File: src/rtl/bus488_pkg.sv
package bus488_pkg;
    localparam int DATA_W = 8;
    localparam int ADDR_W = 5;
    localparam int GRP_W  = DATA_W - ADDR_W;

    localparam logic [GRP_W-1:0]  GRP_LISTEN = 3'b001;
    localparam logic [GRP_W-1:0]  GRP_TALK   = 3'b010;
    localparam logic [ADDR_W-1:0] ADDR_NONE  = '1;

    typedef enum logic [1:0] {AD_IDLE, AD_LISTEN, AD_TALK} addr_st_t;
    typedef enum logic [1:0] {HS_OFF, HS_HOLD, HS_READY, HS_TAKEN} hs_st_t;
endpackage

File: src/rtl/bus488_sync.sv
module bus488_sync #(
    parameter int W = 3
) (
    input  logic         clk,
    input  logic         rst_n,
    input  logic [W-1:0] line_n,
    output logic [W-1:0] asserted
);
    for (genvar i = 0; i < W; i++) begin : g_bit
        logic s1, s2;
        always_ff @(posedge clk or negedge rst_n) begin
            if (!rst_n) begin
                s1 <= 1'b0;
                s2 <= 1'b0;
            end else begin
                s1 <= ~line_n[i];
                s2 <= s1;
            end
        end
        assign asserted[i] = s2;
    end
endmodule

File: src/rtl/bus488_settle.sv
module bus488_settle #(
    parameter int SETTLE_CYC = 2
) (
    input  logic clk,
    input  logic rst_n,
    input  logic dav_s,
    output logic dav_ok
);
    localparam int CW = (SETTLE_CYC < 1) ? 1 : $clog2(SETTLE_CYC + 1);

    if (SETTLE_CYC == 0) begin : g_none
        assign dav_ok = dav_s;
    end else begin : g_count
        logic [CW-1:0] cnt;
        always_ff @(posedge clk or negedge rst_n) begin
            if (!rst_n)
                cnt <= '0;
            else if (!dav_s)
                cnt <= '0;
            else if (cnt != CW'(SETTLE_CYC))
                cnt <= cnt + 1'b1;
        end
        assign dav_ok = dav_s && (cnt == CW'(SETTLE_CYC));
    end
endmodule

File: src/rtl/bus488_addr_fsm.sv
module bus488_addr_fsm
    import bus488_pkg::*;
(
    input  logic              clk,
    input  logic              rst_n,
    input  logic              ifc_s,
    input  logic              cmd_stb,
    input  logic [DATA_W-1:0] cmd_byte,
    input  logic [ADDR_W-1:0] my_addr,
    output logic              listen_act,
    output logic              talk_act
);
    addr_st_t st, nxt;

    logic [GRP_W-1:0]  grp;
    logic [ADDR_W-1:0] adr;
    logic listen_own, unlisten, talk_own, talk_drop;

    assign grp = cmd_byte[DATA_W-1:ADDR_W];
    assign adr = cmd_byte[ADDR_W-1:0];

    assign listen_own = cmd_stb && grp == GRP_LISTEN && adr == my_addr && adr != ADDR_NONE;
    assign unlisten   = cmd_stb && grp == GRP_LISTEN && adr == ADDR_NONE;
    assign talk_own   = cmd_stb && grp == GRP_TALK && adr == my_addr && adr != ADDR_NONE;
    assign talk_drop  = cmd_stb && grp == GRP_TALK && !talk_own;

    always_ff @(posedge clk or negedge rst_n) begin
        if (!rst_n) st <= AD_IDLE;
        else        st <= nxt;
    end

    always_comb begin
        nxt = st;
        if (ifc_s) begin
            nxt = AD_IDLE;
        end else begin
            unique case (st)
                AD_IDLE: begin
                    if (listen_own)    nxt = AD_LISTEN;
                    else if (talk_own) nxt = AD_TALK;
                end
                AD_LISTEN: begin
                    if (unlisten)      nxt = AD_IDLE;
                    else if (talk_own) nxt = AD_TALK;
                end
                AD_TALK: begin
                    if (talk_drop)       nxt = AD_IDLE;
                    else if (listen_own) nxt = AD_LISTEN;
                end
                default: nxt = AD_IDLE;
            endcase
        end
    end

    always_comb begin
        listen_act = (st == AD_LISTEN);
        talk_act   = (st == AD_TALK);
    end
endmodule

File: src/rtl/bus488_acceptor.sv
module bus488_acceptor
    import bus488_pkg::*;
(
    input  logic              clk,
    input  logic              rst_n,
    input  logic              ifc_s,
    input  logic              atn_s,
    input  logic              dav_s,
    input  logic              dav_ok,
    input  logic              listen_act,
    input  logic [DATA_W-1:0] dio_n,
    input  logic              eoi_n,
    input  logic              out_ready,
    output logic              nrfd_pull,
    output logic              ndac_pull,
    output logic              cmd_stb,
    output logic [DATA_W-1:0] cmd_byte,
    output logic [DATA_W-1:0] out_data,
    output logic              out_eoi,
    output logic              out_valid
);
    hs_st_t st, nxt;
    logic participate, pending, take;

    assign participate = !ifc_s && (listen_act || atn_s);
    assign pending     = !atn_s && out_valid;
    assign take        = (st == HS_READY) && participate && !pending && dav_ok;
    assign cmd_stb     = take && atn_s;
    assign cmd_byte    = ~dio_n;

    always_ff @(posedge clk or negedge rst_n) begin
        if (!rst_n) st <= HS_OFF;
        else        st <= nxt;
    end

    always_comb begin
        nxt = st;
        if (!participate) begin
            nxt = HS_OFF;
        end else begin
            unique case (st)
                HS_OFF:   nxt = HS_HOLD;
                HS_HOLD:  if (!dav_s && !pending) nxt = HS_READY;
                HS_READY: begin
                    if (pending)     nxt = HS_HOLD;
                    else if (dav_ok) nxt = HS_TAKEN;
                end
                HS_TAKEN: if (!dav_s) nxt = HS_HOLD;
                default:  nxt = HS_OFF;
            endcase
        end
    end

    always_comb begin
        unique case (st)
            HS_HOLD:  begin nrfd_pull = 1'b1; ndac_pull = 1'b1; end
            HS_READY: begin nrfd_pull = 1'b0; ndac_pull = 1'b1; end
            HS_TAKEN: begin nrfd_pull = 1'b1; ndac_pull = 1'b0; end
            default:  begin nrfd_pull = 1'b0; ndac_pull = 1'b0; end
        endcase
    end

    always_ff @(posedge clk or negedge rst_n) begin
        if (!rst_n) begin
            out_valid <= 1'b0;
            out_data  <= '0;
            out_eoi   <= 1'b0;
        end else if (take && !atn_s) begin
            out_valid <= 1'b1;
            out_data  <= ~dio_n;
            out_eoi   <= ~eoi_n;
        end else if (out_valid && out_ready) begin
            out_valid <= 1'b0;
        end
    end
endmodule

File: src/rtl/bus488_listener.sv
module bus488_listener
    import bus488_pkg::*;
#(
    parameter int SETTLE_CYC = 2
) (
    input  logic              clk,
    input  logic              rst_n,
    input  logic [DATA_W-1:0] dio_n,
    input  logic              dav_n,
    input  logic              eoi_n,
    input  logic              atn_n,
    input  logic              ifc_n,
    input  logic [ADDR_W-1:0] dev_addr,
    output logic              nrfd_pull,
    output logic              ndac_pull,
    output logic [DATA_W-1:0] out_data,
    output logic              out_eoi,
    output logic              out_valid,
    input  logic              out_ready,
    output logic              listen_act,
    output logic              talk_act
);
    logic [2:0] sync_q;
    logic dav_s, atn_s, ifc_s, dav_ok, cmd_stb;
    logic [DATA_W-1:0] cmd_byte;

    bus488_sync #(.W(3)) u_sync (
        .clk(clk), .rst_n(rst_n),
        .line_n({ifc_n, atn_n, dav_n}),
        .asserted(sync_q)
    );
    assign dav_s = sync_q[0];
    assign atn_s = sync_q[1];
    assign ifc_s = sync_q[2];

    bus488_settle #(.SETTLE_CYC(SETTLE_CYC)) u_settle (
        .clk(clk), .rst_n(rst_n), .dav_s(dav_s), .dav_ok(dav_ok)
    );

    bus488_acceptor u_acc (
        .clk(clk), .rst_n(rst_n),
        .ifc_s(ifc_s), .atn_s(atn_s), .dav_s(dav_s), .dav_ok(dav_ok),
        .listen_act(listen_act), .dio_n(dio_n), .eoi_n(eoi_n),
        .out_ready(out_ready),
        .nrfd_pull(nrfd_pull), .ndac_pull(ndac_pull),
        .cmd_stb(cmd_stb), .cmd_byte(cmd_byte),
        .out_data(out_data), .out_eoi(out_eoi), .out_valid(out_valid)
    );

    bus488_addr_fsm u_addr (
        .clk(clk), .rst_n(rst_n), .ifc_s(ifc_s),
        .cmd_stb(cmd_stb), .cmd_byte(cmd_byte), .my_addr(dev_addr),
        .listen_act(listen_act), .talk_act(talk_act)
    );
endmodule

File: config.mk
export PLATFORM = sky130hd
export DESIGN_NAME = bus488_listener
export DESIGN_NICKNAME = d
export VERILOG_FILES = /design/src/rtl/bus488_pkg.sv /design/src/rtl/bus488_sync.sv /design/src/rtl/bus488_settle.sv /design/src/rtl/bus488_addr_fsm.sv /design/src/rtl/bus488_acceptor.sv /design/src/rtl/bus488_listener.sv
export SDC_FILE = /design/constraint.sdc
export NUM_CORES = 1
export LEC_CHECK = 0
export ABC_AREA = 1
export BUFFER_PORTS_ARGS = -buffer_cell sky130_fd_sc_hd__clkbuf_2
export CAP_MARGIN = 5
export CORE_AREA = 2 2 60 48
export CTS_CLUSTER_SIZE = 28
export DETAILED_ROUTE_END_ITERATION = 8
export DIE_AREA = 0 0 62 50
export GPL_ROUTABILITY_DRIVEN = 0
export GPL_TIMING_DRIVEN = 0
export PLACE_DENSITY = 0.8
export SLEW_MARGIN = 20
export SYNTH_ARGS = -nofsm -noshare
export SYNTH_HDL_FRONTEND = slang
export SYNTH_HIERARCHICAL = 1
export SYNTH_SLANG_ARGS = --single-unit
export TNS_END_PERCENT = 50
File: constraint.sdc
create_clock -name clk -period 4.1 [get_ports clk]
set_input_delay 0.41 -clock clk [delete_from_list [all_inputs] [get_ports clk]]
set_output_delay 0.41 -clock clk [all_outputs]
set_load 0.1 [all_outputs]
# After elaboration in Yosys (flattened, before gate mapping)
# Index checks and enable logic that the tools add are counted.
# op_classes
n_mux,19
n_bitwise,5
reduce_logical,30
n_eq_ne,17
n_addsub,1
# op_table
cell,n
two-way mux 2 bit,13
logical AND 1 bit,18
== test 2 bit (second input constant),4
NOT 8 bit,1
case mux 2 bit (4 select lines),1
!= test 3 bit (second input constant),2
case mux 2 bit (3 select lines),1
== test 5 bit,1
== test 5 bit (second input constant),1
logical NOT 1 bit,5
!= test 5 bit (second input constant),1
== test 2 x 1 -> 1 bit (second input constant),2
logical NOT 2 bit,2
two-way mux 1 bit,4
!= test 4 x 1 -> 1 bit (second input constant),1
!= test 4 x 3 -> 1 bit (second input constant),1
NOT 1 bit,4
OR reduction 2 bit,2
== test 3 x 1 -> 1 bit (second input constant),1
== test 3 x 2 -> 1 bit (second input constant),1
AND reduction 3 bit,1
adder 2 x 1 -> 2 bit (second input constant),1
!= test 2 x 1 -> 1 bit (second input constant),1
!= test 2 bit (second input constant),1
other kinds (2),2
# word_totals
regBits,22
elab_cells,84
inputBits,20
output_inout_bits,14

# Depth between registers and ports, before layout
# Gate-level depths: netlist of run 1.
# logic_depth
ltp_word,15
depth_mapped,17
mapped_depth_nobuf,16

# By module
# Netlist of run 1, hierarchy kept.
# modules_own_cells
mod,area_each_um2,cells_per_inst,seq_area_each_um2,n_inst
bus488_acceptor,666.9,88,300.3,1
bus488_addr_fsm,374.1,72,50.0,1
bus488_sync,183.9,12,150.1,1
bus488_settle,108.9,14,50.0,1

# Worst setup path after synthesis of run 1
# OpenSTA, ideal clock, no wires.
# synth_path
kind,flip-flop to flip-flop
from,register u_addr.st[1]
to,register u_addr.st[1]
arrival_time_ps,2376
n_path_buf,1
slack_ps,1608
synth_period_minus_slack_ps,2492
required_ps,3984
setup_time_ps,116
stages_incl_launch_ff,18
cell_sequence,dfrtp_1 -> inv_1 -> nand2_1 -> inv_1 -> o21bai_1 -> nor2_2 -> buf_4 -> nand2_1 -> nor2_1 -> inv_1 -> nor2_2 -> nand2_1 -> nor2_1 -> nand4_1 -> nand2_1 -> nand2_1 -> nand2_1 -> nand2_1
# synth_via
elab_chain_len,15
word_cells_on_any_way,25
cone_classes,3 x eq/ne; 6 x mux; 16 x reduce/logical
# synth_lines
item,line_no,rtl
start: declaration,bus488_addr_fsm.sv:13,"addr_st_t st, nxt;"
start signal: assignment,bus488_addr_fsm.sv:29,else st <= nxt;
== test 2 x 1 -> 1 bit (*),bus488_addr_fsm.sv:56,listen_act = (st == AD_LISTEN);
named net listen_act,bus488_listener.sv:20,"output logic listen_act,"
logical OR 1 bit (*),bus488_acceptor.sv:25,assign participate = !ifc_s && (listen_act || atn_s);
logical AND 1 bit (*),bus488_acceptor.sv:25,
logical AND 1 bit (*) (3 in series),bus488_acceptor.sv:27,assign take = (st == HS_READY) && participate && !pending && dav_ok;
logical AND 1 bit (*),bus488_acceptor.sv:28,assign cmd_stb = take && atn_s;
named net cmd_stb,bus488_listener.sv:24,"logic dav_s, atn_s, ifc_s, dav_ok, cmd_stb;"
logical AND 1 bit,"bus488_addr_fsm.sv:24, bus488_addr_fsm.sv:25",
logical AND 1 bit (2 in series),bus488_addr_fsm.sv:24,assign talk_own = cmd_stb && grp == GRP_TALK && adr == my_addr && adr != ADDR_NONE;
logical NOT 1 bit,bus488_addr_fsm.sv:25,assign talk_drop = cmd_stb && grp == GRP_TALK && !talk_own;
logical AND 1 bit,bus488_addr_fsm.sv:25,
two-way mux 2 bit,bus488_addr_fsm.sv:47,if (talk_drop) nxt = AD_IDLE;
case mux 2 bit (3 select lines),bus488_addr_fsm.sv:37,unique case (st)
two-way mux 2 bit,bus488_addr_fsm.sv:34,if (ifc_s) begin
# The timed path passes the listed nets; every way through them passes the cells marked *.
# A chain may end at the register's enable or synchronous reset.

# Final worst setup path of run 1
# layout_path
from,register u_settle.g_count.cnt[0]
to,register u_addr.st[1]
# layout_via
elab_chain_len,12
word_cells_on_any_way,20
cone_classes,2 x eq/ne; 6 x mux; 12 x reduce/logical
# layout_lines
item,line_no,rtl
start: declaration,bus488_settle.sv:14,logic [CW-1:0] cnt;
start signal: assignment,bus488_settle.sv:21,cnt <= cnt + 1'b1;
== test 2 bit (*),bus488_settle.sv:23,assign dav_ok = dav_s && (cnt == CW'(SETTLE_CYC));
logical AND 1 bit (*),bus488_settle.sv:23,
named net dav_ok,bus488_listener.sv:24,
logical AND 1 bit (*),bus488_acceptor.sv:27,
logical AND 1 bit (*),bus488_acceptor.sv:28,
named net cmd_stb,bus488_listener.sv:24,
logical AND 1 bit,"bus488_addr_fsm.sv:24, bus488_addr_fsm.sv:25",
logical AND 1 bit (2 in series),bus488_addr_fsm.sv:24,
logical NOT 1 bit,bus488_addr_fsm.sv:25,
logical AND 1 bit,bus488_addr_fsm.sv:25,
two-way mux 2 bit,bus488_addr_fsm.sv:47,
case mux 2 bit (3 select lines),bus488_addr_fsm.sv:37,
two-way mux 2 bit,bus488_addr_fsm.sv:34,
# Marked as above.

==> results of run 1 <==
==> synthesized netlist by cell type <==
| cell | number | area (µm²) |
|---|---|---|
| dfrtp_1 | 22 | 550.5 |
| o21bai_1 | 1 | 7.510 |
| or2_2 | 1 | 6.260 |
| buf_2 | 2 | 10.01 |
| buf_4 | 4 | 30.03 |
| nand3_2 | 2 | 20.02 |
| inv_2 | 2 | 7.510 |
| nand2_1 | 57 | 214.0 |
| xnor2_2 | 1 | 16.27 |
| ha_1 | 4 | 50.05 |
| inv_1 | 36 | 135.1 |
| nand4_1 | 11 | 68.82 |
| nand3_1 | 12 | 60.06 |
| nor2_2 | 5 | 31.28 |
| nor3_2 | 1 | 10.01 |
| nand2_2 | 2 | 12.51 |
| o21ai_0 | 1 | 5.000 |
| xor2_1 | 1 | 8.760 |
| nor2_1 | 15 | 56.30 |
| a21oi_1 | 5 | 25.02 |
| xnor2_1 | 1 | 8.760 |
==> critical path, delay by kind of cell, from the launching register on <==
kind | cells | cell delay [ns]
simple gates | 11 | 0.95
buf+inv | 4 | 0.43
flops | 1 | 0.40
fa+ha+maj | 1 | 0.24
==> worst min-delay path by stage <==
stage                            start                 endpoint  cells after the start
detailed placement  u_sync/g_bit[2].s1       u_sync/g_bit[2].s2                      0
global route                     rst_n            u_acc/out_eoi                      1
global placement    u_sync/g_bit[2].s1       u_sync/g_bit[2].s2                      0
CTS                              rst_n  u_settle/g_count.cnt[1]                      1
finish                           rst_n       u_sync/g_bit[0].s2                      1
floorplan                        rst_n        u_acc/out_data[0]                      0
==> cells by family (layout without fill, tap and decap cells) <==
group / Yosys count / in the layout / synth area share [%]
DFF: 22 / 22 / 41.28
adders and majority gates: 4 / 4 / 3.752
xor gates and xnor gates: 3 / 3 / 2.533
buffers and inverters: 44 / 81 / 13.70
and+or+nand+nor: 106 / 106 / 35.93
AOI/OAI and AO/OA: 7 / 7 / 2.814
==> stage by stage <==
step / util, % / power, µW / cell area, µm² / hold slack (ns) / instances
global placement: 61.70 / 397.4 / 1544 / 0.3311 / 255
CTS: 63.80 / 567.6 / 1597 / 0.05811 / 259
detailed placement: 61.70 / 401.4 / 1544 / 0.3373 / 255
global route: 63.80 / 597.8 / 1597 / 0.07154 / 259
floorplan: - / 365.9 / 1334 / 0.1144 / 186
finish: 63.80 / 563.1 / 1597 / 0.04007 / 259
==> state kept, by name, summed over array words and instances, names as in the netlist <==
signal                flops
u_addr/st                 2
u_sync/g_bit.s1           3
u_sync/g_bit.s2           3
u_acc/st                  2
u_acc/out_eoi             1
u_acc/out_valid           1
u_acc/out_data            8
u_settle/g_count.cnt      2
==> layer usage <==
layer	vias to the layer above	track usage, %
met5	-	0
met2	25	28.13
li1	641	-
met4	0	3.546
met1	546	24.55
met3	3	5.249
==> cell type report <==
type / count / area [µm²]
Tap cell: 36 / 45.04
Sequential cell: 22 / 550.5
Buffer: 6 / 40.04
Inverter: 38 / 142.6
Clock inverter: 1 / 30.03
Clock buffer: 3 / 22.52
Timing Repair Buffer: 33 / 165.2
Fill cell: 242 / 905.9
Multi-Input combinational cell: 120 / 600.6
==> power breakdown <==
| part | switching, µW | internal [µW] |
|---|---|---|
| sequential | 8.71 | 232 |
| clock | 67.7 | 98.9 |
| combinational | 113 | 42.3 |
==> cell usage in the layout, fill, tap and decap left out <==
cell	count
or2_2	1
xor2_1	1
xnor2_1	1
buf_4	4
inv_1	36
ha_1	4
buf_2	2
nor2_1	15
clkbuf_2	33
o21ai_0	1
nor3_2	1
xnor2_2	1
dfrtp_1	22
a21oi_1	5
inv_2	2
bufinv_16	1
o21bai_1	1
nor2_2	5
nand2_1	57
nand2_2	2
nand4_1	11
nand3_2	2
nand3_1	12
clkbuf_4	3
==> results.md, run 1 <==
- Synth Instances: 186
- Met3 wire length: 118 µm
- PortBufs: 33
- Run status: completed
- Syn nets: 210
- Top sig layer: met4
- Synthesized flop and latch total: 22
- Metal2 WL: 1.090 mm
- Final Skew: 0.009643 ns
- Crit path launch: u_settle/g_count.cnt[0]
- Buffer depth of the longest clock path: 2
- Initial antenna violation count: 0
- Sequential-to-total area share from yosys stat: 41.28%
- Final WL: 2.427 mm
- Slew HR: 64.08%
- DR pass1 iterations: 4
- R2R depth: 16
- Cts hold-fix bufs: 0
- Layout cells sized above 1: 25.56%
- Clock Sinks: 22
- Worst Setup EP: u_addr/st[1]
- Core ar.: 2502 µm²
- I/O Pins: 34
- Slowest stage cell on the critical path: dfrtp_1
- HPWL Detailed: 1.948 mm
- Final slew viol count: 0
- Tmin final: 2.122 ns
- CP cell instances: inv_1, ha_1, nand2_1, inv_1, buf_2, nand2_1, nor2_1, inv_1, nor2_2, nand2_1, nor2_1, nand4_1, nand2_1, nand2_1, nand2_1, nand2_1
- Yosys cell types: 21
- PwrDens: 352.7 nW/µm²
- CP Class: flop to flop
- RR Endpoint: u_addr/st[1]
- Initial core utilization: 53.30%
- P_leak: 0.0009171 µW
- Final setup fails: 0
- Row Count: 16
- RSZ-0062 raised after global routing: false
- Crit path DAT: 2.34 ns
- Worst reg2reg startpoint: u_settle/g_count.cnt[0]
- Die Span X: 62 µm
- Diodes inserted: 0
- Clk Latency, worst-skew pair: 0.32 ns
- Vias: 1,215
- Vias in the first global route: 1,074
- WL met1: 1.204 mm
- Yosys warnings: 6
- Area grow syn2layout: 19.70%
- Dpl ws: 1.992 ns
- CP Capture Type: flop
- CTS tree: done
- Fmax: 471.3 MHz
- Iter 0 DRT Violations: 53
- Startpoint types: flop
- Syn_area_per_cell: 7.171 µm²
- Largest net degree at the start of global routing: 23
- Worst Path Required: 4.32 ns
- ANT nets after route: 0
- CTS buffer count: 3
- Wirelength per Cell: 9.371 µm
- Max_cap viols: 0
- CP most frequent cell: nand2_1
- Clk root buf: clkbuf_4
- Worst-Margin Slew: 0.5411 ns
- Post-CTS Resized: 0
- Hold Violations, Final: 0
- H-tree levels: 1
- Total GRT Usage: 17.99%
- Post-CTS Setup Bufs: 0
- Synth Cell Area: 1334 µm²
- Congestion Overflow GR: 0
- Avg Vias per Cell: 4.691
- Clk slew on worst S/H paths: 0.13 ns
- Peak VDD IR: 0.3383 mV
- Die height: 50 µm
- Critical path fanouts, max: 10
- Post-route DRC: 0
- Hold Path Class: input pin to async pin
- First-pass GRT wire length: 4.291 mm
- Post-route setup slack: 1.978 ns
- Setup TNS: 0 ns
- Nets: 248
- Worst path max stage delay: 0.40 ns
- Final worst path period share: 51.76%
- Die area: 3100 µm²
- Flop2flop setup slack: 1.98 ns
Note: power is estimated with default switching activity, not from simulation.
==> inputs of run 2 (changes only) <==
CORE_AREA = 2 2 65 52   (was 2 2 60 48)
DIE_AREA = 0 0 67 54   (was 0 0 62 50)
PLACE_DENSITY = 0.72   (was 0.8)
clock period = 1.9 ns   (was 4.1 ns; I/O delays follow)
==> run 2 against run 1 <==
Net effect:
- the flow now finishes with violations (setup timing)
- clock-buffer cell count grew 1
- non-clock buffer count grew 16
- fmax grew 10%
- clock skew shrank 0.0068 ns
- flip-flop and latch count is the same
- critical path depth is the same
- power grew 130%
- register-to-register slack lost 2.0 ns
- clock power grew 97%
- final cell count grew 7.7%
- sequential power grew 120%
- via count grew 6.3%
==> results.md, run 2 (same netlist as run 1, synthesis figures left out) <==
- H-tree levels: 1
- Buffer depth of the longest clock path: 2
- PortBufs: 33
- Die height: 54 µm
- Startpoint types: flop
- First-pass GRT wire length: 4.567 mm
- I/O Pins: 34
- Clk root buf: clkbuf_8
- Wirelength per Cell: 10.01 µm
- Avg Vias per Cell: 4.631
- Commonest non-fill, non-tap cell in the layout: nand2_1
- Worst-Margin Slew: 0.5456 ns
- Max_cap viols: 0
- Number of flip-flops in the largest register: 8
- HPWL Detailed: 2.009 mm
- Top delay family on crit path: simple AND/OR/NAND/NOR gates
- Hold Path Sink: u_sync/g_bit[1].s1
- Peak VDD IR: 0.8338 mV
- Layout cells sized above 1: 37.24%
- Congestion Overflow GR: 0
- Fmax: 520.5 MHz
- Iter 0 DRT Violations: 50
- Clk slew on worst S/H paths: 0.07 ns
- Initial antenna violation count: 0
- P_leak: 0.0009898 µW
- Hold Path Class: input pin to flop
- Run status: complete, but fails checks
- Hold Path Origin: atn_n
- Worst path max stage delay: 0.40 ns
- Total GRT Usage: 16.70%
- Crit path launch: u_addr/st[1]
- Vias in the first global route: 1,135
- Biggest registers after layout: u_acc/out_data: 8 flops, u_sync/g_bit.s1: 3 flops, u_sync/g_bit.s2: 3 flops
- R2R depth: 16
- Flop2flop setup slack: -0.02 ns
- Nets: 264
- Hold Violations, Final: 0
- Final worst path period share: 101.1%
- RSZ-0062 raised after global routing: true
- Vias: 1,292
- Fillcell total: 294
- Area grow syn2layout: 35.46%
- Row Count: 18
- Post-route setup slack: -0.02141 ns
- Worst Hold Depth: 2
- Most flops, register: u_acc/out_data
- CP Buf/Inv Count: 3
- Slowest stage cell on the critical path: dfrtp_1
- Most frequent cells in the layout: 54 x nand2_1, 32 x clkbuf_2, 31 x inv_1
- CTS buffer count: 3
- PwrDens: 717.5 nW/µm²
- Tmin final: 1.921 ns
- Slew HR: 63.63%
- Die area: 3618 µm²
- Final setup fails: 1
- DR pass1 iterations: 4
- Final WL: 2.794 mm
- Clk Latency, worst-skew pair: 0.26 ns
- Hold slack: 0.05620 ns
- Worst Path Required: 2.06 ns
- Crit path DAT: 2.08 ns
- CP Class: flop to flop
- CTS tree: done
- Final core utilization: 58.99%
- Critical path fanouts, max: 3
- Post-route DRC: 0
- ANT nets after route: 0
- Failing checks: setup timing
- Core ar.: 3063 µm²
- Largest net degree at the start of global routing: 23
- RR Endpoint: u_addr/st[0]
- CP cell instances: inv_2, nand2_4, clkinvlp_4, o21bai_4, nor2_4, nand2_2, nor2_2, inv_2, nor2_4, nand2_2, nor3_2, nor2_1, nand2_1, nand2_1, nor2_2, nor2_1
- Final Skew: 0.002812 ns
- Initial core utilization: 43.55%
- Worst reg2reg startpoint: u_addr/st[1]
- Die Span X: 67 µm
- Clock Sinks: 22
- Diodes inserted: 0
- Final slew viol count: 0
- CP Capture Type: flop
-- run 2: changes by cell type in the layout (fill, tap and decap cells not counted), sizes merged --
| cell | previous run | this run |
|---|---|---|
| clkbuf | 36 | 37 |
| clkinvlp | 0 | 1 |
| bufinv | 1 | 0 |
| inv | 38 | 37 |
| dlygate4sd3 | 0 | 1 |
| buf | 6 | 21 |
-- run 2: metrics by stage --
stage	total power [µW]	instance area [µm²]	setup WS (ns)	setup TNS, ns	cells
floorplan	795.6	1346	-0.2982	-0.5753	186
global placement	864.8	1562	-0.1198	-0.2336	259
detailed placement	873.1	1562	-0.2145	-0.4095	259
CTS	1233	1692	-0.03048	-0.05685	269
global route	1383	1807	-0.1769	-0.3329	279
finish	1296	1807	-0.02141	-0.02141	279
-- run 2: where the power goes --
| group | total [µW] | internal [µW] | switching (µW) |
|---|---|---|---|
| registers | 528 | 501 | 26.2 |
| logic | 440 | 163 | 277 |
| clock network | 329 | 185 | 144 |
-- run 2: layout make-up --
class                   count  area, µm²  share of cell area, %
plain buffers               5      38.79                  2.147
clock buffers               4      55.05                  3.047
inverters                  38      146.4                  8.102
multi-input cells         120      668.1                  36.98
flip-flops and latches     22      550.5                  30.47
well taps                  40      50.05                  2.770
repair buffers             50      297.8                  16.48
-- run 2: worst max-delay path by stage --
stage                              end  slack [ns]  depth (start not counted)
after global routing      u_addr/st[0]       -0.18                         16
after detailed placement  u_addr/st[1]       -0.21                         16
final                     u_addr/st[0]       -0.02                         16
after global placement    u_addr/st[1]       -0.12                         17
after CTS                 u_addr/st[0]       -0.03                         17
after floorplan           u_addr/st[1]       -0.30                         17
-- run 2: timing repair --
item                                   in CTS  in global routing
setup buffers                               5                 11
resized for setup                          10                 11
pin swaps                                   2                 11
setup endpoints to repair                   2                  2
endpoints found under the hold margin      22                  0
hold buffers                                1                  0
-- run 2: routing by layer --
layer / wire (µm) / GRT usage (%) / part of all wire [%]
met2: 1293 / 28.71 / 46
met3: 157 / 3.975 / 5.6
met4: 24 / 4.082 / 0.86
met1: 1319 / 21.39 / 47
met5: 0 / 0 / 0
